## config.mk

```make
export PLATFORM = sky130hd
export DESIGN_NAME = scfg_ctrl
export DESIGN_NICKNAME = d
export VERILOG_FILES = /design/src/rtl/scfg_pkg.sv /design/src/rtl/scfg_seq.sv /design/src/rtl/scfg_stack_reg.sv /design/src/rtl/scfg_decode.sv /design/src/rtl/scfg_ctrl.sv
export SDC_FILE = /design/constraint.sdc
export NUM_CORES = 1
export LEC_CHECK = 0
export ABC_AREA = 1
export BUFFER_PORTS_ARGS = -buffer_cell sky130_fd_sc_hd__clkbuf_2
export CORE_UTILIZATION = 36
export CTS_BUF_LIST = sky130_fd_sc_hd__clkbuf_4 sky130_fd_sc_hd__clkbuf_8
export CTS_CLUSTER_DIAMETER = 30
export DETAILED_ROUTE_END_ITERATION = 6
export PLACE_DENSITY_LB_ADDON = 0.3
export SLEW_MARGIN = 20
export SYNTH_ARGS = -nofsm -noshare
export SYNTH_HDL_FRONTEND = slang
export SYNTH_SLANG_ARGS = --single-unit
```

## constraint.sdc

```tcl
create_clock -name clk -period 1.7 [get_ports clk]
set_clock_uncertainty 0.15 [all_clocks]
set_input_delay 0.34 -clock clk [delete_from_list [all_inputs] [get_ports clk]]
set_output_delay 0.34 -clock clk [all_outputs]
set_load 0.1 [all_outputs]
```

## src/rtl/scfg_pkg.sv

```systemverilog
package scfg_pkg;

    localparam int CODE_W          = 5;
    localparam int PORTS_PER_STACK = 4;
    localparam int WIDTH_W         = 3;
    localparam int MODE_W          = 2;

    typedef enum logic [1:0] {
        SRC_EEPROM = 2'd0,
        SRC_SMBUS  = 2'd1,
        SRC_PCIE   = 2'd2,
        SRC_RSVD   = 2'd3
    } wr_src_e;

    typedef enum logic [2:0] {
        LW_NONE = 3'd0,
        LW_X1   = 3'd1,
        LW_X2   = 3'd2,
        LW_X4   = 3'd3,
        LW_X8   = 3'd4
    } lane_w_e;

    typedef enum logic [1:0] {
        ST_SAMPLE = 2'd0,
        ST_OPEN   = 2'd1,
        ST_LOCKED = 2'd2
    } seq_state_e;

    localparam logic [MODE_W-1:0] MODE_DISABLED = '0;

    typedef logic [PORTS_PER_STACK*WIDTH_W-1:0] layout_t;

    // Group (bits 4:3) and base (bits 1:0) pick a layout; bit 2 reverses it.
    function automatic layout_t layout_of(input logic [CODE_W-1:0] code);
        lane_w_e base [PORTS_PER_STACK];
        lane_w_e outw [PORTS_PER_STACK];
        int      n;
        int      idx;
        layout_t r;
        for (int k = 0; k < PORTS_PER_STACK; k++) begin
            base[k] = LW_NONE;
            outw[k] = LW_NONE;
        end
        n = 0;
        case ({code[4:3], code[1:0]})
            4'b00_00: begin base[0] = LW_X8; n = 1; end
            4'b00_01: begin base[0] = LW_X4; base[1] = LW_X4; n = 2; end
            4'b00_10: begin base[0] = LW_X4; base[1] = LW_X2; base[2] = LW_X2; n = 3; end
            4'b00_11: begin base[0] = LW_X2; base[1] = LW_X2; base[2] = LW_X2; base[3] = LW_X2; n = 4; end
            4'b01_00: begin base[0] = LW_X4; base[1] = LW_X2; base[2] = LW_X1; base[3] = LW_X1; n = 4; end
            4'b01_01: begin base[0] = LW_X2; base[1] = LW_X2; base[2] = LW_X2; base[3] = LW_X1; n = 4; end
            4'b01_10: begin base[0] = LW_X4; base[1] = LW_X1; base[2] = LW_X1; base[3] = LW_X1; n = 4; end
            4'b01_11: begin base[0] = LW_X2; base[1] = LW_X1; base[2] = LW_X1; base[3] = LW_X1; n = 4; end
            4'b10_00: begin base[0] = LW_X2; base[1] = LW_X4; base[2] = LW_X2; n = 3; end
            4'b10_01: begin base[0] = LW_X2; base[1] = LW_X4; base[2] = LW_X1; base[3] = LW_X1; n = 4; end
            4'b10_10: begin base[0] = LW_X1; base[1] = LW_X4; base[2] = LW_X1; base[3] = LW_X1; n = 4; end
            4'b10_11: begin base[0] = LW_X4; base[1] = LW_X1; base[2] = LW_X2; n = 3; end
            4'b11_00: begin base[0] = LW_X1; base[1] = LW_X1; base[2] = LW_X1; base[3] = LW_X1; n = 4; end
            4'b11_01: begin base[0] = LW_X2; base[1] = LW_X1; base[2] = LW_X2; n = 3; end
            default:  n = 0;
        endcase
        for (int k = 0; k < PORTS_PER_STACK; k++) begin
            if (k < n) begin
                idx = code[2] ? (n - 1 - k) : k;
                outw[k] = base[idx[1:0]];
            end
        end
        r = '0;
        for (int k = 0; k < PORTS_PER_STACK; k++) begin
            r[k*WIDTH_W +: WIDTH_W] = outw[k];
        end
        return r;
    endfunction

endpackage

```

## src/rtl/scfg_seq.sv

```systemverilog
module scfg_seq
    import scfg_pkg::*;
(
    input  logic clk,
    input  logic rst_n,
    input  logic seq_done,
    output logic capture,
    output logic open_win,
    output logic locked
);

    seq_state_e state_q;
    seq_state_e state_d;

    always_ff @(posedge clk or negedge rst_n) begin
        if (!rst_n) begin
            state_q <= ST_SAMPLE;
        end else begin
            state_q <= state_d;
        end
    end

    always_comb begin
        state_d = state_q;
        unique case (state_q)
            ST_SAMPLE: state_d = ST_OPEN;
            ST_OPEN:   if (seq_done) state_d = ST_LOCKED;
            ST_LOCKED: state_d = ST_LOCKED;
            default:   state_d = ST_SAMPLE;
        endcase
    end

    always_comb begin
        capture  = 1'b0;
        open_win = 1'b0;
        locked   = 1'b0;
        unique case (state_q)
            ST_SAMPLE: capture  = 1'b1;
            ST_OPEN:   open_win = 1'b1;
            ST_LOCKED: locked   = 1'b1;
            default:   capture  = 1'b0;
        endcase
    end

endmodule

```

## src/rtl/scfg_stack_reg.sv

```systemverilog
module scfg_stack_reg
    import scfg_pkg::*;
#(
    parameter int STRAP_W   = 2,
    parameter int NUM_CODES = 26
) (
    input  logic               clk,
    input  logic               rst_n,
    input  logic               capture,
    input  logic [STRAP_W-1:0] strap,
    input  logic               wr_hit,
    input  logic [CODE_W-1:0]  wr_code,
    input  logic               ports_off,
    output logic [CODE_W-1:0]  code_q,
    output logic               err_q
);

    localparam logic [CODE_W:0] LIMIT = (CODE_W+1)'(NUM_CODES);

    logic [CODE_W-1:0] strap_code;
    logic              strap_ok;
    logic              wr_ok;

    assign strap_code = CODE_W'(strap);
    assign strap_ok   = {1'b0, strap_code} < LIMIT;
    assign wr_ok      = ports_off && ({1'b0, wr_code} < LIMIT);

    always_ff @(posedge clk or negedge rst_n) begin
        if (!rst_n) begin
            code_q <= '0;
            err_q  <= 1'b0;
        end else if (capture) begin
            code_q <= strap_ok ? strap_code : '0;
            if (!strap_ok) err_q <= 1'b1;
        end else if (wr_hit) begin
            if (wr_ok) code_q <= wr_code;
            else       err_q  <= 1'b1;
        end
    end

endmodule

```

## src/rtl/scfg_decode.sv

```systemverilog
module scfg_decode
    import scfg_pkg::*;
(
    input  logic                        clk,
    input  logic                        rst_n,
    input  logic [CODE_W-1:0]           code,
    output logic [PORTS_PER_STACK*WIDTH_W-1:0] width_q,
    output logic [PORTS_PER_STACK-1:0]  present_q
);

    layout_t lay;
    logic [PORTS_PER_STACK-1:0] pres;

    always_comb begin
        lay = layout_of(code);
        for (int k = 0; k < PORTS_PER_STACK; k++) begin
            pres[k] = |lay[k*WIDTH_W +: WIDTH_W];
        end
    end

    always_ff @(posedge clk or negedge rst_n) begin
        if (!rst_n) begin
            width_q   <= '0;
            present_q <= '0;
        end else begin
            width_q   <= lay;
            present_q <= pres;
        end
    end

endmodule

```

## src/rtl/scfg_ctrl.sv

```systemverilog
module scfg_ctrl
    import scfg_pkg::*;
#(
    parameter int NUM_STACKS    = 4,
    parameter int NARROW_STACKS = 2,
    parameter int NARROW_W      = 2,
    parameter int NUM_CODES     = 26,
    localparam int NUM_PORTS    = NUM_STACKS * PORTS_PER_STACK,
    localparam int SEL_W        = $clog2(NUM_STACKS),
    localparam int WIDE_STACKS  = NUM_STACKS - NARROW_STACKS
) (
    input  logic                          clk,
    input  logic                          rst_n,
    input  logic [NARROW_STACKS*NARROW_W-1:0] strap_narrow,
    input  logic [WIDE_STACKS*CODE_W-1:0] strap_wide,
    input  logic                          seq_done,
    input  logic                          eeprom_phase,
    input  logic                          quasi_reset,
    input  logic                          wr_en,
    input  logic [1:0]                    wr_src,
    input  logic [SEL_W-1:0]              wr_stack,
    input  logic [CODE_W-1:0]             wr_code,
    input  logic [NUM_PORTS*MODE_W-1:0]   port_mode,
    input  logic [NUM_PORTS-1:0]          active_raw,
    input  logic [NUM_PORTS-1:0]          link_raw,
    input  logic [NUM_PORTS-1:0]          hp_raw,
    output logic [NUM_STACKS*CODE_W-1:0]  cfg_code,
    output logic [NUM_PORTS*WIDTH_W-1:0]  port_width,
    output logic [NUM_PORTS-1:0]          port_present,
    output logic [NUM_PORTS-1:0]          port_active,
    output logic [NUM_PORTS-1:0]          port_link_up,
    output logic [NUM_PORTS-1:0]          hp_event,
    output logic [NUM_STACKS-1:0]         cfg_err,
    output logic                          locked
);

    logic capture;
    logic open_win;
    logic src_ok;
    logic wr_live;
    logic [NUM_PORTS-1:0] port_on;

    scfg_seq u_seq (
        .clk      (clk),
        .rst_n    (rst_n),
        .seq_done (seq_done),
        .capture  (capture),
        .open_win (open_win),
        .locked   (locked)
    );

    always_comb begin
        unique case (wr_src_e'(wr_src))
            SRC_EEPROM: src_ok = eeprom_phase;
            SRC_SMBUS:  src_ok = quasi_reset;
            SRC_PCIE:   src_ok = 1'b0;
            default:    src_ok = 1'b0;
        endcase
    end

    assign wr_live = wr_en && open_win && src_ok;

    for (genvar p = 0; p < NUM_PORTS; p++) begin : g_port
        assign port_on[p]      = port_present[p] &&
                                 (port_mode[p*MODE_W +: MODE_W] != MODE_DISABLED);
        assign port_active[p]  = active_raw[p] && port_on[p];
        assign port_link_up[p] = link_raw[p]   && port_on[p];
        assign hp_event[p]     = hp_raw[p]     && port_on[p];
    end

    for (genvar s = 0; s < NUM_STACKS; s++) begin : g_stack
        logic ports_off;
        logic wr_hit;

        always_comb begin
            ports_off = 1'b1;
            for (int k = 0; k < PORTS_PER_STACK; k++) begin
                if (port_mode[(s*PORTS_PER_STACK+k)*MODE_W +: MODE_W] != MODE_DISABLED)
                    ports_off = 1'b0;
            end
        end

        assign wr_hit = wr_live && (wr_stack == SEL_W'(s));

        if (s < NARROW_STACKS) begin : g_narrow
            scfg_stack_reg #(.STRAP_W(NARROW_W), .NUM_CODES(NUM_CODES)) u_reg (
                .clk       (clk),
                .rst_n     (rst_n),
                .capture   (capture),
                .strap     (strap_narrow[s*NARROW_W +: NARROW_W]),
                .wr_hit    (wr_hit),
                .wr_code   (wr_code),
                .ports_off (ports_off),
                .code_q    (cfg_code[s*CODE_W +: CODE_W]),
                .err_q     (cfg_err[s])
            );
        end else begin : g_wide
            scfg_stack_reg #(.STRAP_W(CODE_W), .NUM_CODES(NUM_CODES)) u_reg (
                .clk       (clk),
                .rst_n     (rst_n),
                .capture   (capture),
                .strap     (strap_wide[(s-NARROW_STACKS)*CODE_W +: CODE_W]),
                .wr_hit    (wr_hit),
                .wr_code   (wr_code),
                .ports_off (ports_off),
                .code_q    (cfg_code[s*CODE_W +: CODE_W]),
                .err_q     (cfg_err[s])
            );
        end

        scfg_decode u_dec (
            .clk       (clk),
            .rst_n     (rst_n),
            .code      (cfg_code[s*CODE_W +: CODE_W]),
            .width_q   (port_width[s*PORTS_PER_STACK*WIDTH_W +: PORTS_PER_STACK*WIDTH_W]),
            .present_q (port_present[s*PORTS_PER_STACK +: PORTS_PER_STACK])
        );
    end

endmodule

```

==> run_results.csv, run 1 <==
group,metric,value,unit
cells_and_area,diodes,0,
die,rows,44,
die,die_x,124.6,um
die,initial_utilization,0.3708,
die,die_y,124.6,um
worst_hold_path,hold_class,"input pin to flip-flop",
yosys,synth_xor_area_frac,0,
clock_tree,clk_latency,380,ps
cells_and_area,layout.nets,1306,
cells_and_area,stdcell_area,0.01075,sq mm
clock_tree,clk_pin_slew,90,ps
timing,fmax,0.5405,GHz
yosys,synthMuxAreaShare,0,
timing,period_minus_slack,1850,ps
cells_and_area,fin_cells,1383,
timing,finalMaxSlewViolations,0,
detailed_routing,drtIter0Drc,272,
place,place.gp.congestion,0.9150,
setup_path,path_class,"flip-flop to output port",
setup_path,arrival,1360,ps
yosys,ys_seq_area_frac,0.4163,
detailed_routing,drcViolationCount,0,
yosys,ys_types,29,
place,hpwl,14270,um
detailed_routing,viasPerCell,4.853,
setup_path,crit_path_start_kind,"flip-flop",
global_route,grt_pass1_wl,28820,um
detailed_routing,detail-route-antenna-nets,0,
timing,worst_pin_slew,568.6,ps
timing,final-setup-viol-count,61,
yosys,ys_ff_latch,90,
timing,maxSlewHeadroom,0.6226,
clock_tree,cts-root-buf,"clkbuf_8",
place,dp.cells,1316,
yosys,yosys.area_share.simple,0.4195,
timing,hold_viol_final,0,
timing,layout_setup_ws,-150.2,ps
cells_and_area,drive_above_1_share,0.5855,
setup_path,cp.required,1210,ps
yosys,syn_area,0.005410,sq mm
clock_tree,numCtsBuffers,9,
detailed_routing,via_count,6712,
die,design.die.area,0.01552,sq mm
global_route,grt_max_degree,91,
clock_tree,clockBufferDepth,2,
setup_path,end_kind,"output port",
outcome,violations,"setup timing",
clock_tree,clock-sinks,90,
cells_and_area,area.growth.synth_to_final,98.64,%
global_route,grt_pass1_vias,5968,
yosys,yosys_warnings,0,
clock_tree,htreeDepth,3,
yosys,synth_top_family_by_area,"simple AND/OR/NAND/NOR gates",
die,core_region_area,0.01459,sq mm
global_route,antenna_found_initial,0,
global_route,gr-total-overflow,0,
global_route,grtUsageTotal,0.2310,
timing,rsz0062_at_grt,"yes",
setup_path,critPathMaxFanout,3,
clock_tree,cts_tree,"built",
yosys,synthCells,824,
job,max-cap-violations,0,
yosys,syn_avg_cell_area,6.566,sq um
detailed_routing,dr.pass1.iters,5,
die,io_pins,246,
yosys,synth_compound_area_frac,0.06360,
detailed_routing,wirelength,19860,um
yosys,synthAdderAreaFrac,0.006938,
place,io_buffers,245,
place,dpl-instance-area,0.009183,sq mm
timing,fin_crit_sh,1.088,
detailed_routing,avgRoutedWirePerCell,14.36,um
outcome,status,"finished, violations left",
-- cell type report --
| cell class | count | area, sq um |
|---|---|---|
| tap | 184 | 230.2 |
| timing repair buffer | 356 | 3283 |
| clock buffer | 12 | 158.9 |
| fill | 1022 | 3842 |
| multi-input combinational | 621 | 4175 |
| clock inverter | 4 | 51.30 |
| sequential | 90 | 2377 |
| inverter | 116 | 470.5 |
-- final timing paths --
check | cells past startpoint | end | slack [ps] | start
hold / removal | 3 | g_stack[3].g_wide.u_reg.err_q | 90 | strap_wide[8]
hold reg to reg | 2 | g_stack[2].g_wide.u_reg.err_q | 340 | g_stack[2].g_wide.u_reg.err_q
min in group asynchronous | 3 | g_stack[3].u_dec.present_q[3] | 400 | rst_n
setup reg to reg | 10 | g_stack[3].u_dec.width_q[6] | -80 | g_stack[3].g_wide.u_reg.code_q[1]
setup / recovery | 3 | port_active[7] | -150 | g_stack[1].u_dec.present_q[3]
max in group asynchronous | 3 | g_stack[1].g_narrow.u_reg.code_q[0] | 610 | rst_n
-- critical path, stage by stage, from the launching register on --
cell and delay (ps):
dfrtp_4 410, inv_1 120, nor3b_4 240, buf_12 200
-- registers in the layout (all words and copies together), names as in the netlist --
name                           flops
g_stack.g_narrow.u_reg.code_q     10
g_stack.g_wide.u_reg.err_q         2
g_stack.u_dec.present_q           16
u_seq.state_q                      2
g_stack.u_dec.width_q             48
g_stack.g_wide.u_reg.code_q       10
g_stack.g_narrow.u_reg.err_q       2
-- stage by stage --
stage	setup WS, ps	utilization	hold WS [ps]	setup TNS [ps]
after floorplan	-447.8	-	-105.6	-7203
after global placement	-141.6	0.6294	261.5	-1291
after detailed placement	-197.1	0.6294	267.8	-1564
after CTS	-184.4	0.6646	60.84	-2821
after global routing	-209.7	0.7366	78.55	-8525
final	-150.2	0.7366	85.05	-2772
-- per-layer routing --
| layer | vias up | wire length, um | GRT usage |
|---|---|---|---|
| li1 | 3279 | - | - |
| met1 | 3147 | 7731 | 0.2810 |
| met2 | 241 | 10440 | 0.3958 |
| met3 | 45 | 1071 | 0.04424 |
| met4 | 0 | 619 | 0.1013 |
| met5 | - | 0 | 0 |
-- cell usage in the layout (no fill, tap or decap), types with 4 or more instances in the layout --
cell | Yosys | layout
nand3_1 | 54 | 32
or2_2 | 8 | 8
nor2_4 | 3 | 68
clkbuf_8 | 0 | 11
inv_2 | 4 | 23
dfrtp_2 | 0 | 4
nor2_1 | 136 | 60
buf_12 | 0 | 70
nand2_2 | 5 | 74
inv_1 | 112 | 85
buf_6 | 1 | 28
nand4_1 | 11 | 11
nand2_4 | 0 | 28
buf_4 | 5 | 107
nand2_8 | 0 | 10
nand2_1 | 298 | 193
o21ai_0 | 23 | 5
o21ai_4 | 0 | 5
o21ai_1 | 2 | 10
nor3_1 | 6 | 5
a21oi_1 | 17 | 10
nand3_2 | 0 | 20
o21a_1 | 4 | 4
a21oi_2 | 0 | 7
dfrtp_4 | 0 | 32
o21ai_2 | 0 | 5
a31oi_1 | 8 | 8
dfrtp_1 | 90 | 54
conb_1 | 1 | 12
inv_4 | 0 | 5
nor3b_4 | 0 | 12
clkbuf_2 | 0 | 147
nor2_2 | 9 | 20
-- repair_timing --
item	CTS	global route
hold buffers	1	0
setup buffers	13	38
pin swaps	34	103
gates resized for setup	46	234
hold endpoints to repair	90	0
setup endpoints to repair	94	116
cloned	2	0
-- synth_stat cells, drive strengths merged --
cell	instances	share of area
a21oi	17	0.016
a31oi	8	0.0093
inv	116	0.080
o21a	4	0.0056
nand3	54	0.050
dfrtp	90	0.42
nor2	148	0.11
buf	10	0.012
o2111ai	1	0.0016
or2	8	0.0093
nor3	7	0.0074
conb	1	0.00069
nor3b	12	0.017
o211ai	3	0.0042
a21boi	1	0.0014
o21bai	2	0.0028
o21ai	25	0.023
ha	3	0.0069
nand2	303	0.21
nand4	11	0.013
-- cells by family after synthesis --
| family | Yosys count |
|---|---|
| compound gates | 61 |
| fa+ha+maj | 3 |
| buf+inv | 126 |
| flops | 90 |
| other cells | 1 |
| simple gates | 543 |
Power of run 1 is left out: the tool's default activity adds up to more than one toggle a clock period on the data nets, which glitch-free logic cannot reach.
==> run 2: changes to the inputs <==
Settings changed: SKIP_CTS_REPAIR_TIMING from default to 1, SLEW_MARGIN 20 to default.
==> run 2 against run 1 <==
  * The flow still finishes with violations (setup timing)
  * Via count shrank 1.5%
  * Maximum frequency is essentially flat
  * Die area is the same
  * Non-clock buffer count shrank 4
  * Sequential share of layout area grew 0.27 points
  * Largest cell class unchanged
  * Wire length shrank 2.0%
  * Register-to-register slack is essentially flat
==> run_results.csv, run 2 (synthesis gave the netlist of run 1 again) <==
group,metric,value,unit
detailed_routing,detail-route-antenna-nets,0,
clock_tree,cts-root-buf,"clkbuf_8",
cells_and_area,fillers,1039,
timing,whs,87.45,ps
timing,maxSlewHeadroom,0.6245,
worst_hold_path,hold_class,"input pin to flip-flop",
timing,worst_pin_slew,565.7,ps
cells_and_area,area.growth.synth_to_final,96.28,%
detailed_routing,drcViolationCount,0,
die,core_region_area,0.01459,sq mm
timing,rsz0062_at_grt,"yes",
die,initial_utilization,0.3708,
cells_and_area,layout.nets,1302,
place,dp.cells,1316,
detailed_routing,dr.pass1.iters,5,
place,place.gp.congestion,0.9150,
clock_tree,htreeDepth,3,
setup_path,crit_path_start_kind,"flip-flop",
timing,final-setup-viol-count,64,
global_route,gr-total-overflow,0,
cells_and_area,largest_registers,"g_stack.u_dec.width_q x48, g_stack.u_dec.present_q x16",
die,design.die.area,0.01552,sq mm
setup_path,end_kind,"output port",
setup_path,arrival,1360,ps
clock_tree,clockBufferDepth,2,
setup_path,path_cells,"inv_1 > nor3b_4 > buf_12",
global_route,grt_pass1_wl,28160,um
clock_tree,clock-sinks,90,
clock_tree,clk_latency,370,ps
clock_tree,cts_tree,"built",
detailed_routing,via_count,6610,
detailed_routing,wirelength,19470,um
setup_path,worstSetupStartpoint,"g_stack[1].u_dec.present_q[3]",
cells_and_area,final_cell_mix,"nand2_1 (196), clkbuf_2 (148), buf_4 (102), inv_1 (90), nand2_2 (75)",
detailed_routing,drtIter0Drc,342,
setup_path,crit_family,"flip-flops",
cells_and_area,diodes,0,
cells_and_area,drive_above_1_share,0.5732,
setup_path,critPathMaxStageDelay,410,ps
global_route,grt_max_degree,91,
place,preCtsSetupSlack,-197.1,ps
setup_path,cp.required,1210,ps
job,max-cap-violations,0,
timing,finalMaxSlewViolations,0,
outcome,status,"finished, violations left",
cells_and_area,stdcell_area,0.01062,sq mm
timing,period_minus_slack,1850,ps
worst_hold_path,hold_start,"strap_wide[8]",
detailed_routing,viasPerCell,4.793,
die,rows,44,
cells_and_area,fin_cells,1379,
clock_tree,numCtsBuffers,9,
setup_path,path_class,"flip-flop to output port",
detailed_routing,avgRoutedWirePerCell,14.12,um
die,io_pins,246,
place,dpl-instance-area,0.009183,sq mm
cells_and_area,largest_reg_flops,48,
setup_path,cp_num_buf_inv,2,
timing,layout_setup_ws,-150.1,ps
timing,fin_crit_sh,1.088,
cells_and_area,largest_register,"g_stack.u_dec.width_q",
timing,hold_viol_final,0,
setup_path,r2r-start,"u_seq.state_q[1]",
global_route,grt_pass1_vias,5821,
setup_path,slowest_stage,"dfrtp_4",
global_route,grtUsageTotal,0.2257,
setup_path,critPathMaxFanout,3,
place,io_buffers,245,
global_route,antenna_found_initial,0,
outcome,violations,"setup timing",
clock_tree,clk_pin_slew,80,ps
cells_and_area,final_common_cell,"nand2_1",
die,die_y,124.6,um
timing,fmax,0.5405,GHz
place,hpwl,14270,um
die,die_x,124.6,um
## run 2: cell types whose count changed in the layout (fill, tap and decap cells not counted), moves of 2 or more
| cell | change |
|---|---|
| a21oi_2 | -2 |
| nand3_2 | -2 |
| nand2_1 | +3 |
| inv_2 | -8 |
| nand3_1 | +3 |
| nand2_8 | -3 |
| inv_4 | +4 |
| nor2_1 | +2 |
| buf_4 | -5 |
| inv_1 | +5 |
| o21ai_2 | +2 |
| nor2_2 | -3 |
| a21oi_1 | +2 |
## run 2: cell type report
class                   instances  area, sq um  share of cell area
clock buffers                  12        158.9             0.01496
well taps                     184        230.2             0.02168
clock inverters                 4        51.30            0.004831
inverters                     116        470.5             0.04430
repair buffers                352         3239              0.3051
flip-flops and latches         90         2377              0.2239
multi-input cells             621         4091              0.3853
## run 2: metrics by stage
| step | setup TNS, ps | utilization |
|---|---|---|
| after global placement | -1291 | 0.6294 |
| after detailed placement | -1564 | 0.6294 |
| after floorplan | -7203 | - |
| final | -2568 | 0.7279 |
| after CTS | -5257 | 0.6438 |
| after global routing | -8835 | 0.7279 |
## run 2: final timing paths
check                                                            to  slack [ps]  depth (start not counted)
max in group asynchronous       g_stack[1].g_narrow.u_reg.code_q[3]         580                          3
worst min register to register        g_stack[2].g_wide.u_reg.err_q         340                          2
worst max-delay path                                 port_active[7]        -150                          3
worst min-delay path                  g_stack[3].g_wide.u_reg.err_q          90                          3
min in group asynchronous               g_stack[3].u_dec.width_q[3]         350                          3
worst max register to register    g_stack[3].g_wide.u_reg.code_q[4]         -70                         12
## run 2: metal layers
layer / track usage / vias to the layer above / part of all wire
met4: 0.09639 / 0 / 0.024
met3: 0.04381 / 34 / 0.055
met2: 0.3838 / 247 / 0.53
met1: 0.2777 / 3059 / 0.39
li1: - / 3270 / -
met5: 0 / - / 0
## run 2: worst register-to-register path, stage by stage (launching register included)
cell and delay [ps]:
dfrtp_1 390, inv_2 80, ha_4 130, nand2_1 40, nor2_1 120, nand2_2 120
nor2_4 170, buf_6 120, nand2_4 50, nand2_4 100, nand2_4 70, nand2_1 60
o21ai_1 60
Power of run 2 is left out for the same reason.
